--- src/rtl/cfgr_pkg.sv ---
package cfgr_pkg;

    localparam int CA_W     = 32;
    localparam int BUS_W    = 8;
    localparam int DEV_W    = 5;
    localparam int FN_W     = 3;
    localparam int REG_W    = 6;
    localparam int IDSEL_LO = 11;
    localparam int IDSEL_W  = CA_W - IDSEL_LO;
    localparam logic [CA_W-1:0] CA_KEEP = 32'h80FF_FFFC;

    typedef enum logic [2:0] {
        ST_IDLE,
        ST_DECODE,
        ST_ISSUE,
        ST_WAIT,
        ST_RESPOND
    } state_t;

    typedef enum logic [3:0] {
        RT_ADDR_WR,
        RT_ADDR_RD,
        RT_HOST_SET,
        RT_BRIDGE_SET,
        RT_PRI_T0,
        RT_PRI_T1,
        RT_SEC_T0,
        RT_SEC_T1,
        RT_PLAIN_IO,
        RT_NONE
    } route_t;

    function automatic logic route_forwards(route_t r);
        return !(r inside {RT_ADDR_WR, RT_ADDR_RD, RT_NONE});
    endfunction

endpackage

--- src/rtl/cfgr_addr_reg.sv ---
module cfgr_addr_reg
    import cfgr_pkg::*;
(
    input  logic            clk,
    input  logic            rst_n,
    input  logic            wr_en,
    input  logic [CA_W-1:0] wdata,
    output logic [CA_W-1:0] q
);

    always_ff @(posedge clk or negedge rst_n) begin
        if (!rst_n) begin
            q <= '0;
        end else if (wr_en) begin
            q <= wdata & CA_KEEP;
        end
    end

endmodule

--- src/rtl/cfgr_route_decode.sv ---
module cfgr_route_decode
    import cfgr_pkg::*;
#(
    parameter int          IO_AW      = 16,
    parameter logic [15:0] ADDR_PORT  = 16'h0CF8,
    parameter logic [15:0] DATA_PORT  = 16'h0CFC,
    parameter int          MAX_DEV    = 20,
    parameter int          HOST_DEV   = 0,
    parameter int          BRIDGE_DEV = 1,
    localparam int         DWA_W      = IO_AW - 2
) (
    input  logic             wr,
    input  logic [DWA_W-1:0] dw_addr,
    input  logic [3:0]       be,
    input  logic             cfg_en,
    input  logic [23:2]      cfg_fields,
    input  logic [BUS_W-1:0] sec_bus,
    input  logic [BUS_W-1:0] sub_bus,
    output route_t           route,
    output logic [CA_W-1:0]  enc_addr
);

    localparam logic [DWA_W-1:0] ADDR_DW = ADDR_PORT[IO_AW-1:2];
    localparam logic [DWA_W-1:0] DATA_DW = DATA_PORT[IO_AW-1:2];

    logic [BUS_W-1:0]   bus;
    logic [DEV_W-1:0]   dev;
    logic [FN_W-1:0]    fn;
    logic [REG_W-1:0]   rg;
    logic               dev_ok;
    logic [IDSEL_W-1:0] idsel;
    logic [CA_W-1:0]    t0_addr, t1_addr, int_addr, io_addr;

    assign bus    = cfg_fields[23:16];
    assign dev    = cfg_fields[15:11];
    assign fn     = cfg_fields[10:8];
    assign rg     = cfg_fields[7:2];
    assign dev_ok = (32'(dev) <= MAX_DEV);

    for (genvar g = 0; g < IDSEL_W; g++) begin : g_idsel
        if (g <= MAX_DEV) begin : g_live
            assign idsel[g] = (32'(dev) == g);
        end else begin : g_dead
            assign idsel[g] = 1'b0;
        end
    end

    assign t0_addr  = {idsel, fn, rg, 2'b00};
    assign t1_addr  = {8'h00, bus, dev, fn, rg, 2'b01};
    assign int_addr = {{IDSEL_W{1'b0}}, fn, rg, 2'b00};
    assign io_addr  = {{(CA_W-IO_AW){1'b0}}, dw_addr, 2'b00};

    always_comb begin
        route    = RT_PLAIN_IO;
        enc_addr = io_addr;
        if (dw_addr == ADDR_DW && be == 4'hF) begin
            route = wr ? RT_ADDR_WR : RT_ADDR_RD;
        end else if (dw_addr == DATA_DW && cfg_en) begin
            if (bus == '0) begin
                if (dev == DEV_W'(HOST_DEV)) begin
                    route    = (fn == '0) ? RT_HOST_SET : RT_NONE;
                    enc_addr = int_addr;
                end else if (dev == DEV_W'(BRIDGE_DEV)) begin
                    route    = (fn == '0) ? RT_BRIDGE_SET : RT_NONE;
                    enc_addr = int_addr;
                end else begin
                    route    = dev_ok ? RT_PRI_T0 : RT_NONE;
                    enc_addr = t0_addr;
                end
            end else if (bus == sec_bus) begin
                route    = dev_ok ? RT_SEC_T0 : RT_NONE;
                enc_addr = t0_addr;
            end else if (bus > sec_bus && bus <= sub_bus) begin
                route    = RT_SEC_T1;
                enc_addr = t1_addr;
            end else begin
                route    = RT_PRI_T1;
                enc_addr = t1_addr;
            end
        end
    end

endmodule

--- src/rtl/cfg_cycle_router.sv ---
module cfg_cycle_router
    import cfgr_pkg::*;
#(
    parameter int          IO_AW      = 16,
    parameter logic [15:0] ADDR_PORT  = 16'h0CF8,
    parameter logic [15:0] DATA_PORT  = 16'h0CFC,
    parameter int          MAX_DEV    = 20,
    parameter int          HOST_DEV   = 0,
    parameter int          BRIDGE_DEV = 1,
    localparam int         DWA_W      = IO_AW - 2
) (
    input  logic             clk,
    input  logic             rst_n,
    input  logic             io_req,
    input  logic             io_wr,
    input  logic [DWA_W-1:0] io_dw_addr,
    input  logic [3:0]       io_be,
    input  logic [CA_W-1:0]  io_wdata,
    output logic             io_busy,
    output logic             io_done,
    output logic [CA_W-1:0]  io_rdata,
    input  logic [BUS_W-1:0] sec_bus,
    input  logic [BUS_W-1:0] sub_bus,
    output logic             host_sel,
    output logic             bridge_sel,
    output logic             pri_cfg_req,
    output logic             sec_cfg_req,
    output logic             pri_io_req,
    output logic             cyc_type1,
    output logic [CA_W-1:0]  cyc_addr,
    output logic [3:0]       cyc_be,
    output logic             cyc_wr,
    output logic [CA_W-1:0]  cyc_wdata,
    input  logic             tgt_ack,
    input  logic [CA_W-1:0]  tgt_rdata
);

    state_t            state_q, state_d;
    route_t            route_d, route_q;
    logic [CA_W-1:0]   enc_d, enc_q;
    logic              wr_q;
    logic [DWA_W-1:0]  dwa_q;
    logic [3:0]        be_q;
    logic [CA_W-1:0]   wdata_q;
    logic [CA_W-1:0]   rdata_q;
    logic [CA_W-1:0]   cfg_q;
    logic              cfg_wr_en;

    assign cfg_wr_en = (state_q == ST_DECODE) && (route_d == RT_ADDR_WR);

    cfgr_addr_reg u_addr_reg (
        .clk   (clk),
        .rst_n (rst_n),
        .wr_en (cfg_wr_en),
        .wdata (wdata_q),
        .q     (cfg_q)
    );

    cfgr_route_decode #(
        .IO_AW      (IO_AW),
        .ADDR_PORT  (ADDR_PORT),
        .DATA_PORT  (DATA_PORT),
        .MAX_DEV    (MAX_DEV),
        .HOST_DEV   (HOST_DEV),
        .BRIDGE_DEV (BRIDGE_DEV)
    ) u_decode (
        .wr         (wr_q),
        .dw_addr    (dwa_q),
        .be         (be_q),
        .cfg_en     (cfg_q[31]),
        .cfg_fields (cfg_q[23:2]),
        .sec_bus    (sec_bus),
        .sub_bus    (sub_bus),
        .route      (route_d),
        .enc_addr   (enc_d)
    );

    // next-state logic
    always_comb begin
        state_d = state_q;
        unique case (state_q)
            ST_IDLE:    if (io_req) state_d = ST_DECODE;
            ST_DECODE:  state_d = route_forwards(route_d) ? ST_ISSUE : ST_RESPOND;
            ST_ISSUE:   state_d = ST_WAIT;
            ST_WAIT:    if (tgt_ack) state_d = ST_RESPOND;
            ST_RESPOND: state_d = ST_IDLE;
            default:    state_d = ST_IDLE;
        endcase
    end

    // state register
    always_ff @(posedge clk or negedge rst_n) begin
        if (!rst_n) begin
            state_q <= ST_IDLE;
        end else begin
            state_q <= state_d;
        end
    end

    // access context
    always_ff @(posedge clk or negedge rst_n) begin
        if (!rst_n) begin
            wr_q    <= 1'b0;
            dwa_q   <= '0;
            be_q    <= '0;
            wdata_q <= '0;
            route_q <= RT_NONE;
            enc_q   <= '0;
            rdata_q <= '0;
        end else begin
            if (state_q == ST_IDLE && io_req) begin
                wr_q    <= io_wr;
                dwa_q   <= io_dw_addr;
                be_q    <= io_be;
                wdata_q <= io_wdata;
            end
            if (state_q == ST_DECODE) begin
                route_q <= route_d;
                enc_q   <= enc_d;
                if (route_d == RT_ADDR_RD) begin
                    rdata_q <= cfg_q;
                end else if (route_d == RT_NONE && !wr_q) begin
                    rdata_q <= '1;
                end else begin
                    rdata_q <= '0;
                end
            end
            if (state_q == ST_WAIT && tgt_ack) begin
                rdata_q <= wr_q ? '0 : tgt_rdata;
            end
        end
    end

    // outputs
    always_comb begin
        host_sel    = 1'b0;
        bridge_sel  = 1'b0;
        pri_cfg_req = 1'b0;
        sec_cfg_req = 1'b0;
        pri_io_req  = 1'b0;
        if (state_q == ST_ISSUE) begin
            unique case (route_q)
                RT_HOST_SET:          host_sel    = 1'b1;
                RT_BRIDGE_SET:        bridge_sel  = 1'b1;
                RT_PRI_T0, RT_PRI_T1: pri_cfg_req = 1'b1;
                RT_SEC_T0, RT_SEC_T1: sec_cfg_req = 1'b1;
                RT_PLAIN_IO:          pri_io_req  = 1'b1;
                default:              ;
            endcase
        end
        io_busy   = (state_q != ST_IDLE);
        io_done   = (state_q == ST_RESPOND);
        io_rdata  = rdata_q;
        cyc_type1 = (route_q == RT_PRI_T1) || (route_q == RT_SEC_T1);
        cyc_addr  = enc_q;
        cyc_be    = be_q;
        cyc_wr    = wr_q;
        cyc_wdata = wdata_q;
    end

endmodule

--- config.mk ---
export PLATFORM = sky130hd
export DESIGN_NAME = cfg_cycle_router
export DESIGN_NICKNAME = d
export VERILOG_FILES = /design/src/rtl/cfgr_pkg.sv /design/src/rtl/cfgr_addr_reg.sv /design/src/rtl/cfgr_route_decode.sv /design/src/rtl/cfg_cycle_router.sv
export SDC_FILE = /design/constraint.sdc
export NUM_CORES = 1
export LEC_CHECK = 0
export ABC_AREA = 1
export BUFFER_PORTS_ARGS = -buffer_cell sky130_fd_sc_hd__buf_2
export CAP_MARGIN = 10
export CORE_MARGIN = 10
export CORE_UTILIZATION = 56
export CTS_CLUSTER_DIAMETER = 150
export DETAILED_ROUTE_END_ITERATION = 7
export GPL_TIMING_DRIVEN = 0
export PLACE_DENSITY = 0.86
export SETUP_SLACK_MARGIN = 0.2
export SLEW_MARGIN = 20
export SYNTH_ARGS = -nofsm -noshare
export SYNTH_HDL_FRONTEND = slang
export SYNTH_SLANG_ARGS = --single-unit
--- constraint.sdc ---
create_clock -name clk -period 4.4 [get_ports clk]
set_clock_uncertainty 0.1 [all_clocks]
set_input_delay 0.22 -clock clk [delete_from_list [all_inputs] [get_ports clk]]
set_output_delay 0.22 -clock clk [all_outputs]
set_load 0.03 [all_outputs]
==> flow_metrics.py <==
metrics = {
    "outcome": {
        "outcome": "finished clean",
    },
    "synthesis": {
        "yosysWarnings": 0,
        "netlist_area_um2": 7190,
        "synth_top_area_share_pct": 49.4,
        "syn_avg_cell_area_um2": 8.86,
        "ys_seq_area_share_pct": 50.1,
        "synthArstFlopShare_pct": 100,
        "synth.area.top_cells": "dfrtp_1, nand2_1, nor2_1",
        "netlist_instances": 812,
        "synthDistinctLibCells": 44,
        "yosys.area.top_type": "dfrtp_1",
        "synth_edf_count": 0,
        "synth-seq-cells": 144,
        "synthFlopType": "dfrtp_1",
        "syn-num-nets": 931,
    },
    "min_path": {
        "min_from": "tgt_rdata[10]",
        "hold_class": "in -> reg",
        "min_path_cells": 5,
        "hold_end": "io_rdata[10]",
    },
    "layout": {
        "antenna-diode-count": 0,
        "utilization_pct": 76.2,
        "drive_above_1_share_pct": 30.1,
        "stdcell_area_um2": 9620,
        "mostFrequentLayoutCells": "buf_2, nand2_1, dfrtp_1",
        "final_common_cell": "buf_2",
        "nets": 1214,
        "final_cell_count_no_fill": 1279,
        "synthToLayoutAreaGrowth_pct": 33.8,
    },
    "floorplanning": {
        "rows": 41,
        "die_y_um": 133,
        "dieArea_um2": 17800,
        "die_x_um": 133,
        "core_um2": 12600,
        "start_util_pct": 57.0,
        "ios": 212,
    },
    "setup_path": {
        "cp_cell_sequence": "ha_1 -> nand2_1 -> nor2_1 -> nand2_1 -> nor2_1 -> a21oi_1 -> a21oi_1 -> nand3b_2 -> nand2_4 -> buf_6 -> o21bai_2 -> inv_1",
        "worst-setup-path-type": "reg -> reg",
        "r2r_start": "u_addr_reg.q[23]",
        "critPathMaxFanout": 10,
        "r2r_slack_ns": 1.83,
        "crit_required_ns": 4.66,
        "critPathMaxStageDelay_ns": 0.49,
        "crit_buf_inv": 2,
        "r2r-end": "io_rdata[22]",
        "worstSetupEndpointType": "register",
        "arrival_ns": 2.83,
        "critPathTopFamily": "simple AND/OR/NAND/NOR gates",
        "crit_slowest_cell": "dfrtp_1",
        "reg2reg_depth": 12,
        "cp-start-kind": "register",
    },
    "run": {
        "cap_violations": 0,
    },
    "pwr": {
        "power_mw": 6.58,
        "power_density_nw_per_um2": 684,
        "p_leak_nw": 5.12,
        "vdd_ir_drop_max_v": 0.000457,
    },
    "timing": {
        "period_needed_ns": 2.57,
        "relSlewSlack_pct": 58.6,
        "rsz0062_at_grt": "no",
        "max_freq_mhz": 389,
        "setup_tns_ns": 0,
        "fin_hold_ws_ns": 0.00682,
        "fin_ws_ns": 1.83,
        "finalSetupViolations": 0,
        "tightest_slew_ns": 0.621,
        "hold_violations": 0,
        "slew_violations": 0,
        "post-route-period-util_pct": 58.4,
    },
    "route": {
        "drt-initial-drc-count": 527,
        "num_vias": 6856,
        "routedWlPerCell_um": 18.0,
        "first_pass_iters": 6,
        "ant_nets": 0,
        "drc": 0,
        "viasPerCell": 5.36,
        "wl_um": 23000,
    },
    "clocking": {
        "worstSkewPairLatency_ns": 0.42,
        "path_clk_slew_ns": 0.06,
        "cts_hold_buf": 53,
        "numClockSinks": 144,
        "tritoncts": "built",
        "cts_htree_levels": 4,
        "cts_setup_buffers": 0,
        "root_buffer": "clkbuf_16",
        "ctsResizeCount": 0,
        "clock_path_buffers": 2,
        "cts-buffers-inserted": 17,
    },
    "global_routing": {
        "antenna_found_initial": 0,
        "grt_pass1_wl_um": 36900,
        "grt_pass1_vias": 7099,
        "grt_util_all_layers_pct": 25.8,
        "grt_overflow": 0,
        "grt_max_degree": 75,
    },
    "place": {
        "routabilityCongestion": 0.924,
        "dpl.hpwl_um": 16400,
        "io_buffers": 210,
        "place_ws_ns": 1.89,
        "place_area_um2": 8490,
        "dpl.cell_count": 1195,
    },
}
flip-flops by register name (all words and copies together) (netlist names):
| name | count |
|---|---|
| dwa_q | 14 |
| route_q | 4 |
| cyc_wdata | 32 |
| io_rdata | 32 |
| cyc_be | 4 |
| cyc_wr | 1 |
| state_q | 3 |
| u_addr_reg.q | 23 |
| cyc_addr | 31 |
worst register-to-register path: stages (launching register included):
cell and delay [ns]:
dfrtp_1 0.49, ha_1 0.36, nand2_1 0.07, nor2_1 0.16, nand2_1 0.20, nor2_1 0.15, a21oi_1 0.09, a21oi_1 0.32
nand3b_2 0.14, nand2_4 0.12, buf_6 0.18, o21bai_2 0.07, inv_1 0.06
synth_stat cells (all sizes together), types with 2 or more instances:
| cell | instances |
|---|---|
| inv | 103 |
| ha | 16 |
| o41ai | 3 |
| buf | 17 |
| nand2 | 162 |
| a32o | 3 |
| o21bai | 31 |
| clkbuf | 18 |
| o21ai | 42 |
| nor4 | 4 |
| nand3 | 36 |
| o211ai | 9 |
| a21oi | 48 |
| a2bb2oi | 3 |
| mux2 | 25 |
| nor2 | 113 |
| nor3 | 9 |
| o31ai | 7 |
| nand4 | 8 |
| a211oi | 2 |
| o221ai | 2 |
| dfrtp | 142 |
| dfstp | 2 |
final cells by class:
| type | count | area (um^2) |
|---|---|---|
| Timing Repair Buffer | 264 | 1620 |
| Fill cell | 899 | 3000 |
| Clock inverter | 10 | 135 |
| Inverter | 104 | 390 |
| Sequential cell | 144 | 3610 |
| Multi-Input combinational cell | 529 | 3000 |
| Tap cell | 172 | 215 |
| Clock buffer | 21 | 460 |
| Buffer | 35 | 193 |
per-layer routing:
| layer | track usage, % | up-vias | share of wire, % |
|---|---|---|---|
| met5 | 0 | - | 0 |
| met2 | 43.5 | 328 | 49 |
| met1 | 29.6 | 3263 | 38 |
| li1 | - | 3215 | - |
| met4 | 10.5 | 0 | 2.7 |
| met3 | 8.42 | 50 | 9.8 |
power by group:
part / switching (mW) / leakage (nW) / internal [mW]
clock: 0.552 / 0.293 / 0.917
sequential: 0.284 / 1.77 / 1.81
combinational: 2.03 / 3.05 / 0.986
total: 2.87 / 5.12 / 3.71
worst max-delay path by stage:
stage / startpoint / slack, ns / to / cells past startpoint
after floorplan: u_addr_reg.q[23] / 2.35 / u_addr_reg.q[18] / 13
after global placement: rst_n / 0.97 / io_rdata[18] / 1
after detailed placement: u_addr_reg.q[23] / 1.89 / io_rdata[22] / 12
after CTS: u_addr_reg.q[23] / 1.88 / io_rdata[22] / 12
after global routing: u_addr_reg.q[23] / 1.71 / io_rdata[17] / 12
final: u_addr_reg.q[23] / 1.83 / io_rdata[22] / 12
logic make-up after synthesis:
family | synth area share, %
other | 0.0522
DFF | 50.1
AOI/OAI and AO/OA | 14.9
buffers and inverters | 8.11
muxes | 3.92
adders and majority gates | 2.78
and+or+nand+nor | 20.1
Note: power is estimated with default switching activity, not from simulation.
